==> config.mk <==
export PLATFORM = sky130hd
export DESIGN_NAME = ee_write_guard
export DESIGN_NICKNAME = d
export VERILOG_FILES = /design/src/rtl/ewg_pkg.sv /design/src/rtl/ewg_dpath.sv /design/src/rtl/ewg_ctrl.sv /design/src/rtl/ee_write_guard.sv
export SDC_FILE = /design/constraint.sdc
export NUM_CORES = 1
export LEC_CHECK = 0
export BUFFER_PORTS_ARGS = -buffer_cell sky130_fd_sc_hd__clkbuf_2
export CORE_UTILIZATION = 50
export DETAILED_ROUTE_END_ITERATION = 12
export PLACE_DENSITY = 0.66
export SLEW_MARGIN = 20
export SYNTH_ARGS = -nofsm -noshare
export SYNTH_HDL_FRONTEND = slang
export SYNTH_SLANG_ARGS = --single-unit
==> constraint.sdc <==
create_clock -name clk -period 2.1 [get_ports clk]
set_input_delay 0.21 -clock clk [delete_from_list [all_inputs] [get_ports clk]]
set_output_delay 0.21 -clock clk [all_outputs]
set_load 0.01 [all_outputs]
==> src/rtl/ewg_pkg.sv <==
package ewg_pkg;
  typedef enum logic [1:0] {
    PH_IDLE   = 2'd0,
    PH_LOAD   = 2'd1,
    PH_PROG   = 2'd2,
    PH_COMMIT = 2'd3
  } phase_e;

  typedef struct packed {
    logic captureAddr;
    logic acceptByte;
    logic commitStep;
  } dpCtl_t;
endpackage

==> src/rtl/ewg_dpath.sv <==
module ewg_dpath
  import ewg_pkg::*;
#(
  parameter int ADDR_W     = 12,
  parameter int PAGE_BYTES = 32
) (
  input  logic              clk,
  input  logic              rstN,
  input  dpCtl_t            ctl,
  input  logic [ADDR_W-1:0] addrIn,
  input  logic [7:0]        byteIn,
  output logic              anyDirty,
  output logic              commitLast,
  output logic              memWe,
  output logic [ADDR_W-1:0] memAddr,
  output logic [7:0]        memData
);
  localparam int IDX_W  = $clog2(PAGE_BYTES);
  localparam int PAGE_W = ADDR_W - IDX_W;

  logic [PAGE_W-1:0]     pageBase;
  logic [IDX_W-1:0]      wrPtr;
  logic [IDX_W-1:0]      cmIdx;
  logic [PAGE_BYTES-1:0] dirty;
  logic [7:0]            pageBuf [PAGE_BYTES];

  always_ff @(posedge clk or negedge rstN) begin
    if (!rstN) begin
      pageBase <= '0;
      wrPtr    <= '0;
      cmIdx    <= '0;
    end else if (ctl.captureAddr) begin
      pageBase <= addrIn[ADDR_W-1:IDX_W];
      wrPtr    <= addrIn[IDX_W-1:0];
      cmIdx    <= '0;
    end else begin
      if (ctl.acceptByte) wrPtr <= wrPtr + 1'b1;
      if (ctl.commitStep) cmIdx <= cmIdx + 1'b1;
    end
  end

  for (genvar e = 0; e < PAGE_BYTES; e++) begin : g_entry
    always_ff @(posedge clk or negedge rstN) begin
      if (!rstN) begin
        dirty[e] <= 1'b0;
      end else if (ctl.captureAddr) begin
        dirty[e] <= 1'b0;
      end else if (ctl.acceptByte && wrPtr == IDX_W'(e)) begin
        dirty[e] <= 1'b1;
      end
    end

    always_ff @(posedge clk) begin
      if (ctl.acceptByte && wrPtr == IDX_W'(e)) pageBuf[e] <= byteIn;
    end
  end

  assign anyDirty   = |dirty;
  assign commitLast = (cmIdx == IDX_W'(PAGE_BYTES - 1));
  assign memWe      = ctl.commitStep & dirty[cmIdx];
  assign memAddr    = {pageBase, cmIdx};
  assign memData    = pageBuf[cmIdx];


  restart_clear_chk: assert property (@(posedge clk) disable iff (!rstN)
    ctl.captureAddr |=> (dirty == '0));


  store_mark_chk: assert property (@(posedge clk) disable iff (!rstN)
    (ctl.acceptByte && !ctl.captureAddr) |=> dirty[$past(wrPtr)]);
endmodule

==> src/rtl/ewg_ctrl.sv <==
module ewg_ctrl
  import ewg_pkg::*;
#(
  parameter int WR_CYCLES = 250000
) (
  input  logic   clk,
  input  logic   rstN,
  input  logic   addrLoad,
  input  logic   d0Strb,
  input  logic   byteStrb,
  input  logic   stopStrb,
  input  logic   wpPin,
  input  logic   anyDirty,
  input  logic   commitLast,
  output dpCtl_t ctl,
  output logic   busy
);
  localparam int CNT_W = $clog2(WR_CYCLES + 1);

  phase_e          phase;
  logic            winOpen;
  logic            cancelQ;
  logic [CNT_W-1:0] progCnt;
  logic            listening;
  logic            wpHit;
  logic            goWrite;

  always_comb begin
    listening       = (phase == PH_IDLE) || (phase == PH_LOAD);
    ctl.captureAddr = listening && addrLoad;
    ctl.acceptByte  = (phase == PH_LOAD) && byteStrb && !addrLoad;
    ctl.commitStep  = (phase == PH_COMMIT);
    wpHit           = wpPin && (winOpen || d0Strb);
    goWrite         = anyDirty && winOpen && !cancelQ && !wpPin;
    busy            = (phase == PH_PROG) || (phase == PH_COMMIT);
  end

  always_ff @(posedge clk or negedge rstN) begin
    if (!rstN) begin
      phase   <= PH_IDLE;
      winOpen <= 1'b0;
      cancelQ <= 1'b0;
      progCnt <= '0;
    end else begin
      case (phase)
        PH_IDLE: begin
          if (addrLoad) begin
            phase   <= PH_LOAD;
            winOpen <= 1'b0;
            cancelQ <= 1'b0;
          end
        end
        PH_LOAD: begin
          if (addrLoad) begin
            winOpen <= 1'b0;
            cancelQ <= 1'b0;
          end else if (stopStrb) begin
            phase   <= goWrite ? PH_PROG : PH_IDLE;
            progCnt <= '0;
            winOpen <= 1'b0;
          end else begin
            if (d0Strb) winOpen <= 1'b1;
            if (wpHit)  cancelQ <= 1'b1;
          end
        end
        PH_PROG: begin
          if (wpPin) begin
            phase <= PH_IDLE;
          end else if (progCnt == CNT_W'(WR_CYCLES - 1)) begin
            phase <= PH_COMMIT;
          end else begin
            progCnt <= progCnt + 1'b1;
          end
        end
        PH_COMMIT: begin
          if (commitLast) phase <= PH_IDLE;
        end
        default: phase <= PH_IDLE;
      endcase
    end
  end


  busy_start_chk: assert property (@(posedge clk) disable iff (!rstN)
    $rose(busy) |-> $past(stopStrb));


  timer_bound_chk: assert property (@(posedge clk) disable iff (!rstN)
    progCnt < CNT_W'(WR_CYCLES));


  cancel_hold_chk: assert property (@(posedge clk) disable iff (!rstN)
    (phase == PH_LOAD && stopStrb && !addrLoad && (cancelQ || wpPin)) |=> !busy);


  wp_abort_chk: assert property (@(posedge clk) disable iff (!rstN)
    (phase == PH_PROG && wpPin) |=> !busy);


  busy_hold_chk: assert property (@(posedge clk) disable iff (!rstN)
    (phase == PH_PROG && !wpPin) |=> busy);
endmodule

==> src/rtl/ee_write_guard.sv <==
module ee_write_guard
  import ewg_pkg::*;
#(
  parameter int ADDR_W     = 12,
  parameter int PAGE_BYTES = 32,
  parameter int WR_CYCLES  = 250000
) (
  input  logic              clk,
  input  logic              rstN,
  input  logic              addrLoad,
  input  logic [ADDR_W-1:0] wordAddr,
  input  logic              d0Strb,
  input  logic              byteStrb,
  input  logic [7:0]        byteData,
  input  logic              stopStrb,
  input  logic              wpPin,
  output logic              busy,
  output logic              memWe,
  output logic [ADDR_W-1:0] memAddr,
  output logic [7:0]        memData
);
  dpCtl_t ctl;
  logic   anyDirty;
  logic   commitLast;

  ewg_ctrl #(.WR_CYCLES(WR_CYCLES)) ctrl_i (
    .clk        (clk),
    .rstN       (rstN),
    .addrLoad   (addrLoad),
    .d0Strb     (d0Strb),
    .byteStrb   (byteStrb),
    .stopStrb   (stopStrb),
    .wpPin      (wpPin),
    .anyDirty   (anyDirty),
    .commitLast (commitLast),
    .ctl        (ctl),
    .busy       (busy)
  );

  ewg_dpath #(.ADDR_W(ADDR_W), .PAGE_BYTES(PAGE_BYTES)) dpath_i (
    .clk        (clk),
    .rstN       (rstN),
    .ctl        (ctl),
    .addrIn     (wordAddr),
    .byteIn     (byteData),
    .anyDirty   (anyDirty),
    .commitLast (commitLast),
    .memWe      (memWe),
    .memAddr    (memAddr),
    .memData    (memData)
  );
endmodule

==> results of run 1 <==
[cells in the mapped netlist, types with 5 or more instances]
cell	n
edfxtp_1	256
nor2_1	72
dfrtp_1	71
mux4_2	69
nand2_1	49
mux2i_1	26
o21a_1	24
clkbuf_1	19
a21oi_1	15
nand3_1	14
o21ai_0	14
nor4_1	10
and2_1	9
buf_2	9
buf_4	9
ha_1	9
inv_1	8
mux2_2	7
nand4_1	7
o22ai_1	7
a21o_1	6
nand2b_1	6
o211ai_1	6
o31ai_1	6
a22o_1	5
and3_1	5
or3_1	5
[metrics by stage]
step / setup slack, ps / utilization [%]
2_1_floorplan: 40.4 / -
3_3_place_gp: -128 / 55.9
3_5_place_dp: -132 / 55.9
4_1_cts: -649 / 61.5
5_1_grt: -672 / 62.0
6_report: -612 / 62.0
[what timing repair did]
item,CTS,global route
pin swaps,2,4
endpoints found under the hold margin,41,0
gates resized for setup,23,18
endpoints found under the setup margin,9,19
hold buffers,14,0
gates cloned,2,0
buffers inserted,6,6
[final cells by class]
| cell class | count | area [um2] |
|---|---|---|
| Clock inverter | 15 | 155 |
| Fill cell | 1838 | 10000 |
| Timing Repair Buffer | 155 | 1330 |
| Tap cell | 335 | 419 |
| Inverter | 8 | 33.8 |
| Multi-Input combinational cell | 425 | 3950 |
| Sequential cell | 327 | 9470 |
| Clock buffer | 47 | 981 |
[state kept, by name (all words and copies together) (netlist names), 2 cells and up]
register	flops
dpath_i.pageBuf	256
dpath_i.dirty	32
ctrl_i.progCnt	18
dpath_i.pageBase	7
dpath_i.cmIdx	5
dpath_i.wrPtr	5
ctrl_i.phase	2
[tightest hold or removal path, delay by kind of cell]
kind                   cells  cell delay, ps
AO/OA/AOI/OAI              2             230
buffers and inverters      1              90
[where the power goes]
part	leakage (uW)	switching, uW	internal, uW	total (uW)
combinational	0.00205	1490	1350	2830
clock	0.000559	2410	3650	6060
sequential	0.00326	171	7240	7410
total	0.00586	4070	12200	16300
[cells by family (layout without fill, tap and decap cells)]
family                   Yosys count  count (layout)  synth area share [%]
flip-flops                       327             327                  69.8
buffers and inverters             51             225                  1.97
multiplexers                     103             103                  14.2
AND/OR/NAND/NOR                  202             202                  7.21
AO/OA/AOI/OAI                    104             104                  5.57
adder cells (fa/ha/maj)            9               9                 0.831
XOR/XNOR                           7               7                 0.452
[how the worst max path moves through the flow]
stage                     cells past startpoint         end  slack (ps)              from
after floorplan                               6  memData[4]          40  dpath_i.cmIdx[1]
after global routing                          7       memWe        -670  dpath_i.cmIdx[1]
after CTS                                     7       memWe        -650  dpath_i.cmIdx[1]
final                                         8       memWe        -610  dpath_i.cmIdx[1]
after detailed placement                      7  memData[0]        -130  dpath_i.cmIdx[0]
after global placement                        7  memData[5]        -130  dpath_i.cmIdx[0]
[metal layers]
metal / GRT usage, % / vias to the layer above / share of wire (%)
met5: 0 / - / 0
met4: 5.68 / 0 / 1.8
met3: 3.64 / 48 / 5.8
met2: 37.7 / 248 / 49
met1: 32.3 / 4057 / 43
li1: - / 3442 / -
==> summary.md, run 1 <==
| Metric | Value |
|---|---|
| Pwr Total | 16,300 uW |
| Core area | 26,400 um2 |
| IO buf count | 48 |
| Main synth FF type | edfxtp_1 |
| Reg-to-Reg End | dpath_i.cmIdx[4] |
| Clk slew on worst S/H paths | 60 ps |
| Final Critical Period | 2710 ps |
| Outcome | finished with violations |
| WP data arrival | 2500 ps |
| Setup CP Type | reg -> out |
| Nets@finish | between 900 and 1,000 |
| Hold Vio Cnt, Final | 0 |
| Setup TNS | -5070 ps |
| Worst hold path depth | 3 |
| Maximum clock rate | approximately 370 MHz |
| Drt drc | 0 |
| First-pass GRT wire length | 47.4 mm |
| Io pins | 49 |
| Violated checks | negative setup slack |
| Share of cells above drive strength 1 | approximately a third |
| Reg2Reg Launch Point | dpath_i.cmIdx[0] |
| Leading cell type in the layout, fill and taps excluded | edfxtp_1 |
| Worst clock skew | 24.0 ps |
| Max FO, Critical Path | 15 |
| Post-DRT Antenna Nets | 0 |
| CP endpoint kind | output pin |
| Period utilization | 129% |
| Critical path cell sequence | buf_12 > mux4_2 > nor2_1 > nor2_2 > nor3b_2 > nor4_2 > buf_4 > clkbuf_2 |
| Most frequent cells in the layout | edfxtp_1 (256), buf_4 (72), nor2_1 (70) |
| Post-Syn Area per Cell | approximately 17 um2 |
| Worst-skew pair later-pin latency | 510 ps |
| HPWL Detailed | 19.8 mm |
| Routed WL | 30.6 mm |
| Number of synthesized register bits | 327 |
| Syn-to-layout area delta | 20.5% |
| Min-Delay Startpoint | d0Strb |
| RSZ-0062 raised after global routing | true |
| Relative slew slack | ~49% |
| Die Ht | about 170 um |
| Largest net degree at the start of global routing | 44 |
| Vias in the first global route | approximately 8,000 |
| Starting Density | between 50% and 60% |
| Slowest stage delay, CP | 520 ps |
| # setup viols final | 9 |
| P_leak | 0.00586 uW |
| CTS tree | built |
| Longest Clk Path Bufs | 3 |
| Final worst slack | -612 ps |
| Clk root buf | clkbuf_16 |
| GPL Wtd Cong | 0.849 |
| Startpoint Class | flip-flop |
| Slowest CP cell | mux4_2 |
| Pwr/cell area | between 900 and 1000 nW/um2 |
| Die Area | around 28,000 um2 |
| Cell Area, Placed | between 10,000 and 15,000 um2 |
| Sequential share of the synthesized area | 69.8% |
| Gr usage total | 22.9% |
| Post-synthesis cell area | 13,600 um2 |
| Dpl cells | 1,223 |
| Ys Warns | 0 |
| VDD IR max | 0.606 mV |
| Design Area, Final | approximately 16,000 um2 |
| WP data required | 1890 ps |
| Cell taking the most area after synthesis | edfxtp_1 |
| Sinks on Clock Net | 327 |
| H-tree depth | 2 |
| Share of the synthesized area in the top cell type | 56.7% |
| Reg2Reg Depth | 8 |
| Total number of vias | ~8,000 |
| Post-synth EDFFs | 256 |
| Die Wd | 167 um |
| Post-Layout Cell Count | ~1,300 |
| Max Cap Violations | 0 |
| R2r setup slk | 70 ps |
| Critical path's top delay family | simple AND/OR/NAND/NOR gates |
| Buf/Inv on CP | 3 |
| Post-Synthesis Cells | 803 |
| Hold Path Class | in -> reg |
| End of the worst hold path | ctrl_i.winOpen |
| Worst slew pin tran | 768 ps |
| Synth area leaders | edfxtp_1 (57%), dfrtp_1 (13%), mux4_2 (11%), nor2_1 (2.0%), mux2i_1 (1.9%) |
| Via density | 5.94 |
| Drt first pass iters | 5 |
| Initial antenna violation count | 0 |
| Async SR Flop Fraction | 21.7% |
| FP Rows | 59 |
| Antenna diode count | 0 |
| Mapped Nets | about 840 |
| Min Hold Slack | 66.5 ps |
| Global route total overflow | 0 |
| DR iter-0 viols | 747 |
| TritonCTS buffer count | 35 |
| Slew Viols, Final | 0 |
| Unique masters post-synth | 61 |
| DR WL/cell | 23.3 um |
No activity file was read; power rests on OpenSTA's default activity.
==> run 2: changes to the inputs <==
--- a/config.mk
+++ b/config.mk
@@ -6,10 +6,12 @@
 export NUM_CORES = 1
 export LEC_CHECK = 0
 export BUFFER_PORTS_ARGS = -buffer_cell sky130_fd_sc_hd__clkbuf_2
+export CORE_MARGIN = 8
 export CORE_UTILIZATION = 50
 export DETAILED_ROUTE_END_ITERATION = 12
 export PLACE_DENSITY = 0.66
 export SLEW_MARGIN = 20
 export SYNTH_ARGS = -nofsm -noshare
 export SYNTH_HDL_FRONTEND = slang
+export SYNTH_HIERARCHICAL = 1
 export SYNTH_SLANG_ARGS = --single-unit
==> constraint.sdc (replaced) <==
create_clock -name clk -period 2.1 [get_ports clk]
set_input_delay 0.105 -clock clk [delete_from_list [all_inputs] [get_ports clk]]
set_output_delay 0.105 -clock clk [all_outputs]
set_load 0.01 [all_outputs]
==> run 2 against run 1 <==
- the flow still finishes with violations (negative setup slack)
- non-clock buffer count shrank 14
- register-to-register slack worse by 20 ps
- hold slack got worse by 51 ps
- critical path type unchanged
- critical endpoint is now memData[3]
==> summary.md, run 2 <==
| Metric | Value |
|---|---|
| Min Hold Slack | 16.0 ps (-50.5 ps) |
| Hold Path Class | in -> reg |
| WP data required | 2000 ps (+110 ps) |
| Setup CP Type | reg -> out |
| Post-Syn Area per Cell | 15.5 um2 (-8.4%) |
| Startpoint Class | flip-flop |
| DR WL/cell | 23.2 um (-0.55%) |
| Clock Power Share | 44.7% (+7.5 points) |
| Cell taking the most area after synthesis | edfxtp_1 |
| Reg with most FFs | dpath_i/pageBuf |
| H-tree depth | 2 (unchanged) |
| Slew Viols, Final | 0 (unchanged) |
| Final Critical Period | 2530 ps (-180 ps) |
| HPWL Detailed | 19.5 mm (-1.2%) |
| WP data arrival | 2430 ps (-70 ps) |
| TritonCTS buffer count | 35 (unchanged) |
| Unique masters post-synth | 55 (-9.8%) |
| Worst slew pin tran | 822 ps (+54.2 ps) |
| Clk root buf | clkbuf_16 |
| Worst clock skew | 15.9 ps (-8.09 ps) |
| Max FO, Critical Path | 5 (-10) |
| Relative slew slack | 45.2% (-3.6 points) |
| Sequential share of the synthesized area | 69.2% (-0.57 points) |
| Pre-CTS WS | 31.8 ps (+164 ps) |
| Sinks on Clock Net | 327 (unchanged) |
| Async SR Flop Fraction | 21.7% (unchanged) |
| Largest net degree at the start of global routing | 63 (+43%) |
| IO buf count | 48 (unchanged) |
| Outcome | finished with violations |
| Pwr/cell area | 828 nW/um2 (-17%) |
| Clk slew on worst S/H paths | 60 ps (about the same) |
| Routed WL | 32.0 mm (+4.7%) |
| Core area | 26,900 um2 (+2.0%) |
| Share of the synthesized area in the top cell type | 56.2% (-0.47 points) |
| P_leak | 0.00581 uW (-0.89%) |
| Final worst slack | -432 ps (+180 ps) |
| Max Cap Violations | 0 (unchanged) |
| Int Power | 10,900 uW (-11%) |
| Initial antenna violation count | 1 (+1) |
| Ys Warns | 6 (+6) |
| # setup viols final | 9 (unchanged) |
| Longest Clk Path Bufs | 3 (unchanged) |
| Global route total overflow | 0 (unchanged) |
| Via density | 5.86 (-1.4%) |
| Worst-skew pair later-pin latency | 510 ps (about the same) |
| Maximum clock rate | 395 MHz (+7.1%) |
| DR iter-0 viols | 623 (-17%) |
| Cell with the most instances after synthesis | edfxtp_1 |
| Vias in the first global route | 8,325 (+4.4%) |
| CTS tree | built |
| Reg2Reg Depth | 10 (+2) |
| Total number of vias | 8,091 (+3.8%) |
| Biggest regs | dpath_i/pageBuf: 256 flops, dpath_i/dirty: 32 flops, ctrl_i/progCnt: 18 flops |
| FP Rows | 60 (+1.7%) |
| Hold Vio Cnt, Final | 0 (unchanged) |
| Starting Density | 50.9% (-0.58 points) |
| Main synth FF type | edfxtp_1 |
| Max reg flops | 256 (unchanged) |
| CP endpoint kind | output pin |
| Synth area leaders | edfxtp_1 (56%), dfrtp_1 (13%), mux4_2 (5.9%), mux2i_1 (5.5%), nor2_1 (3.1%) |
| Post-synthesis cell area | 13,700 um2 (+0.83%) |
| Die Ht | 181 um (+8.8%) |
| Drt first pass iters | 4 (-1) |
| Comb pwr share | 3.8% (-14 points) |
| Io pins | 49 (unchanged) |
| RSZ-0062 raised after global routing | true |
| Violated checks | negative setup slack |
| GPL Wtd Cong | 0.837 (-1.4%) |
| Gr usage total | 19.3% (-3.6 points) |
| Nets@finish | 1,049 (+6.2%) |
| Die Area | 32,900 um2 (+18%) |
| Post-Synthesis Cells | 884 (+10%) |
| Drt drc | 0 (unchanged) |
| Post-synth EDFFs | 256 (unchanged) |
| Post-synth top cells | edfxtp_1 (256), nor2_1 (112), mux2i_1 (75) |
| Worst hold path depth | 4 (+1) |
| Leading cell type in the layout, fill and taps excluded | edfxtp_1 |
| Sequential Power Share | 51.5% (+6.0 points) |
| VDD IR max | 0.575 mV (-5.1%) |
| Switching share of power | 20.7% (-4.3 points) |
| Share of cells above drive strength 1 | 30.0% (-2.1 points) |
| Mapped Nets | 920 (+9.7%) |
| Syn-to-layout area delta | 21.8% |
| Die Wd | 181 um (+8.8%) |
| Post-DRT Antenna Nets | 0 (unchanged) |
| Number of synthesized register bits | 327 (unchanged) |
| First-pass GRT wire length | 49.0 mm (+3.2%) |
| Most frequent cells in the layout | edfxtp_1 (256), nor2_1 (89), mux2i_1 (75) |
| P_sw | 2850 uW (-30%) |
| Period utilization | 121% (-8.6 points) |
[run 2: worst paths after layout]
kind,from,slack (ps),to
hold / removal,stopStrb,20,ctrl_i/cancelQ
hold reg to reg,dpath_i/pageBase[6],510,dpath_i/pageBase[6]
min in group asynchronous,rstN,220,ctrl_i/progCnt[17]
max in group asynchronous,rstN,1180,dpath_i/pageBase[1]
setup / recovery,dpath_i/cmIdx[0],-430,memData[3]
setup reg to reg,dpath_i/cmIdx[0],50,ctrl_i/phase[0]
[run 2: per-layer routing]
metal  routed length (um)  up-vias  global-route usage [%]  part of all wire (%)
met5                    0        -                       0                     0
met4                  734        0                    5.61                   2.3
met3                 1990       61                    4.11                   6.2
met2                15200      269                    30.9                    47
met1                14100     4112                    26.4                    44
li1                     -     3649                       -                     -
[run 2: logic make-up after synthesis]
logic type | after synthesis | synth area share (%)
AO/OA/AOI/OAI | 67 | 3.69
adder cells (fa/ha/maj) | 9 | 0.824
flip-flops | 327 | 69.2
buffers and inverters | 57 | 2.02
XOR/XNOR | 6 | 0.384
AND/OR/NAND/NOR | 278 | 9.71
multiplexers | 140 | 14.1
[run 2: final cells by class]
class,count,area [um2]
Tap cell,341,427
Clock buffer,48,987
Sequential cell,327,9470
Multi-Input combinational cell,500,4270
Inverter,8,30.0
Timing Repair Buffer,141,1300
Clock inverter,15,169
Fill cell,1951,10200
Antenna cell,1,2.50
[run 2: timing repair]
action / 4_1_cts / 5_1_grt
pin swaps: 12 / 8
gates cloned: 5 / 3
endpoints found under the hold margin: 75 / 0
gates resized for setup: 51 / 19
hold buffers: 16 / 0
setup buffers: 13 / 1
endpoints found under the setup margin: 9 / 12
[run 2: critical path: stages, from the launching register on]
cell and delay, ps:
dfrtp_2 390, buf_6 120, buf_12 120, mux4_2 500
mux2_4 300, nand2_1 90, nand4_1 180, buf_2 210
[run 2: power groups by stage]
stage                     combinational (uW)  clock (uW)  sequential (uW)
final                                    526        6160             7100
after floorplan                          245           0             7230
after detailed placement                 488           0             7230
after CTS                                540        6250             7100
after global placement                   481           0             7230
after global routing                     578        6490             7110
[run 2: per-stage QoR]
stage / TNS, ps / total power [uW] / area (um2) / cells / util [%]
final: -3460 / 13800 / 16600 / 1381 / 62.0
after CTS: -3850 / 13900 / 16600 / 1379 / 61.7
after floorplan: 0 / 7470 / 13800 / 884 / -
after global placement: 0 / 7710 / 14800 / 1283 / 55.2
after global routing: -4160 / 14200 / 16600 / 1380 / 61.9
after detailed placement: 0 / 7720 / 14800 / 1283 / 55.2
==> run 3: changes to the inputs <==
==> constraint.sdc (replaced) <==
create_clock -name clk -period 2.1 [get_ports clk]
set_input_delay 0.315 -clock clk [delete_from_list [all_inputs] [get_ports clk]]
set_output_delay 0.315 -clock clk [all_outputs]
set_load 0.01 [all_outputs]
==> run 3 against run 2 <==
- the flow still finishes with violations (negative setup slack)
- final area decreased by 0.90%
- sequential cell count unchanged
- global-route usage decreased by 0.28 points
- hold slack improved by 6.0 ps
- worst setup slack got worse by 210 ps
- critical path type unchanged
- largest cell class unchanged
==> summary.md, run 3 (same netlist as run 2, synthesis figures left out) <==
| Metric | Value |
|---|---|
| Via density | 5.79 (-1.2%) |
| Final Critical Period | 2740 ps (+209 ps) |
| Hold Path Class | in -> reg |
| Period utilization | 131% (+9.9 points) |
| P_leak | 0.00581 uW (about the same) |
| Die Area | 32,900 um2 (unchanged) |
| Leading cell type in the layout, fill and taps excluded | edfxtp_1 |
| Max reg flops | 256 (unchanged) |
| FP Rows | 60 (unchanged) |
| RSZ-0062 raised after global routing | true |
| Pwr Total | 14,100 uW (+2.3%) |
| Int Power | 11,300 uW (+3.4%) |
| Worst hold path depth | 3 (-1) |
| DR WL/cell | 22.4 um (-3.3%) |
| Clock Power Share | 46.1% (+1.4 points) |
| Starting Density | 50.9% (unchanged) |
| WP data required | 1780 ps (-220 ps) |
| Gr usage total | 19.0% (-0.28 points) |
| DRT met1 WL | 13.3 mm (-6.0%) |
| Met3 wire len | 2.00 mm (+0.40%) |
| Hold Vio Cnt, Final | 0 (unchanged) |
| IO buf count | 48 (unchanged) |
| Drt drc | 0 (unchanged) |
| Clk root buf | clkbuf_16 |
| Setup CP Type | reg -> out |
| Pwr/cell area | 854 nW/um2 (+3.2%) |
| End of the worst hold path | dpath_i/wrPtr[1] |
| Sinks on Clock Net | 327 (unchanged) |
| P_sw | 2790 uW (-1.9%) |
| Share of cells above drive strength 1 | 30.6% (+0.58 points) |
| Startpoint Class | flip-flop |
| Clk slew on worst S/H paths | 60 ps (about the same) |
| VDD IR max | 0.983 mV (+71%) |
| Min-Delay Startpoint | wordAddr[1] |
| HPWL Detailed | 20.2 mm (+3.4%) |
| R2r setup slk | 130 ps (+80 ps) |
| Io pins | 49 (unchanged) |
| TritonCTS buffer count | 35 (unchanged) |
| Initial antenna violation count | 0 (-1) |
| Comb pwr share | 3.6% (-0.2 points) |
| Routed WL | 31.0 mm (-3.3%) |
| DR iter-0 viols | 632 (+1.4%) |
| Worst clock skew | 20.4 ps (+4.49 ps) |
| # setup viols final | 9 (unchanged) |
| Syn-to-layout area delta | 20.7% |
| Outcome | finished with violations |
| GPL Wtd Cong | 0.835 (-0.27%) |
| Core Util, Final | 61.4% (-0.56 points) |
| Max Cap Violations | 0 (unchanged) |
| Sequential Power Share | 50.4% (-1.1 points) |
| Slew Viols, Final | 0 (unchanged) |
| Setup TNS | -5290 ps (-1830 ps) |
| Die Wd | 181 um (unchanged) |
| Reg2Reg Depth | 8 (-2) |
| Critical path cell sequence | buf_6 > buf_4 > mux4_2 > mux2_4 > nand3_1 > nand4_1 > clkbuf_2 |
| Longest Clk Path Bufs | 3 (unchanged) |
| Most frequent cells in the layout | edfxtp_1 (256), nor2_1 (89), mux2i_1 (74) |
| Reg2Reg Launch Point | dpath_i/cmIdx[0] |
| Largest net degree at the start of global routing | 39 (-38%) |
| Vias in the first global route | 8,139 (-2.2%) |
| H-tree depth | 2 (unchanged) |
| Slowest CP cell | dfrtp_4 |
| Max FO, Critical Path | 6 (+1) |
| CP endpoint kind | output pin |
| First-pass GRT wire length | 48.1 mm (-1.7%) |
| Post-DRT Antenna Nets | 0 (unchanged) |
| Worst-skew pair later-pin latency | 510 ps (about the same) |
| Core area | 26,900 um2 (unchanged) |
| Total number of vias | 7,991 (-1.2%) |
| Relative slew slack | 50.5% (+5.3 points) |
| Biggest regs | dpath_i/pageBuf: 256 flops, dpath_i/dirty: 32 flops, ctrl_i/progCnt: 18 flops |
| Worst slew pin tran | 742 ps (-80.0 ps) |
| Global route total overflow | 0 (unchanged) |
| WP data arrival | 2430 ps (about the same) |
| Min Hold Slack | 22.0 ps (+6.04 ps) |
| Final worst slack | -641 ps (-209 ps) |
| Antenna diode count | 0 (-1) |
| Nets@finish | 1,049 (unchanged) |
| Maximum clock rate | 365 MHz (-7.6%) |
| Switching share of power | 19.8% (-0.84 points) |
| Pre-CTS WS | -189 ps (-221 ps) |
| Met2 routed WL | 14.9 mm (-1.4%) |
| CTS tree | built |
| Reg with most FFs | dpath_i/pageBuf |
| Slowest stage delay, CP | 530 ps (+30 ps) |
| Violated checks | negative setup slack |
| Drt first pass iters | 5 (+1) |
| Reg-to-Reg End | ctrl_i/phase[0] |
| Uppermost layer routed | met4 |
| Number of fill cells | 1,989 (+1.9%) |
| Die Ht | 181 um (unchanged) |
==> run 3: cell count changes in the layout (fill, tap and decap cells not counted), moves of 4 or more <==
cell           before  now
dlygate4sd3_1      16    2
mux2_2             11   18
clkinv_1            2    8
bufinv_16           3    7
buf_4              53   73
mux2_4             15    8
clkbuf_2           39   43
clkinvlp_4          4    0
nand3_1            20   24
clkbuf_1            9    4
==> run 3: worst max path at each step <==
stage               slack (ps)              from  cells after the start                      to
finish                    -640  dpath_i/cmIdx[1]                      7              memData[4]
global placement          -150  dpath_i/cmIdx[1]                      6                   memWe
global route              -710  dpath_i/cmIdx[0]                      6              memData[3]
floorplan                   10   ctrl_i/phase[1]                      5  dpath_i/pageBuf[13][0]
detailed placement        -190  dpath_i/cmIdx[1]                      6                   memWe
CTS                       -630  dpath_i/cmIdx[0]                      6              memData[2]
==> run 3: final cells by class <==
class	instances	area, um2	area share (%)
inverter	8	30.0	0.182
sequential	327	9470	57.4
clock inverter	22	287	1.74
multi-input combinational	500	4190	25.4
tap	341	427	2.59
timing repair buffer	141	1160	7.02
clock buffer	41	941	5.70
==> run 3: power groups by stage <==
stage | Sequential (uW) | Clock [uW] | Combinational (uW)
3_3_place_gp | 7230 | 0 | 491
3_5_place_dp | 7230 | 0 | 502
4_1_cts | 7100 | 6620 | 514
5_1_grt | 7100 | 6850 | 557
6_report | 7100 | 6490 | 507
2_1_floorplan | 7230 | 0 | 246
==> run 3: repair_timing <==
action / 4_1_cts / 5_1_grt
cloned: 1 / 1
endpoints found under the setup margin: 9 / 13
endpoints found under the hold margin: 32 / 0
buffers inserted: 2 / 0
pin swaps: 6 / 9
gates resized for setup: 28 / 19
hold buffers: 2 / 0
==> run 3: through the flow <==
| step | instances | area (um2) |
|---|---|---|
| after global placement | 1312 | 15000 |
| after global routing | 1380 | 16500 |
| after CTS | 1379 | 16400 |
| after detailed placement | 1312 | 15000 |
| after floorplan | 884 | 13800 |
| final | 1380 | 16500 |
==> run 3: metal layers <==
metal	track usage (%)	up-vias
met2	30.8	238
li1	-	3647
met3	3.71	53
met5	0	-
met1	26.1	4053
met4	5.21	0
==> run 3: worst max-delay path: cells and delay by family (launching register included) <==
family	cells	cell delay [ps]
AND/OR/NAND/NOR	2	290
multiplexers	2	590
flip-flops	1	530
buffers and inverters	3	500
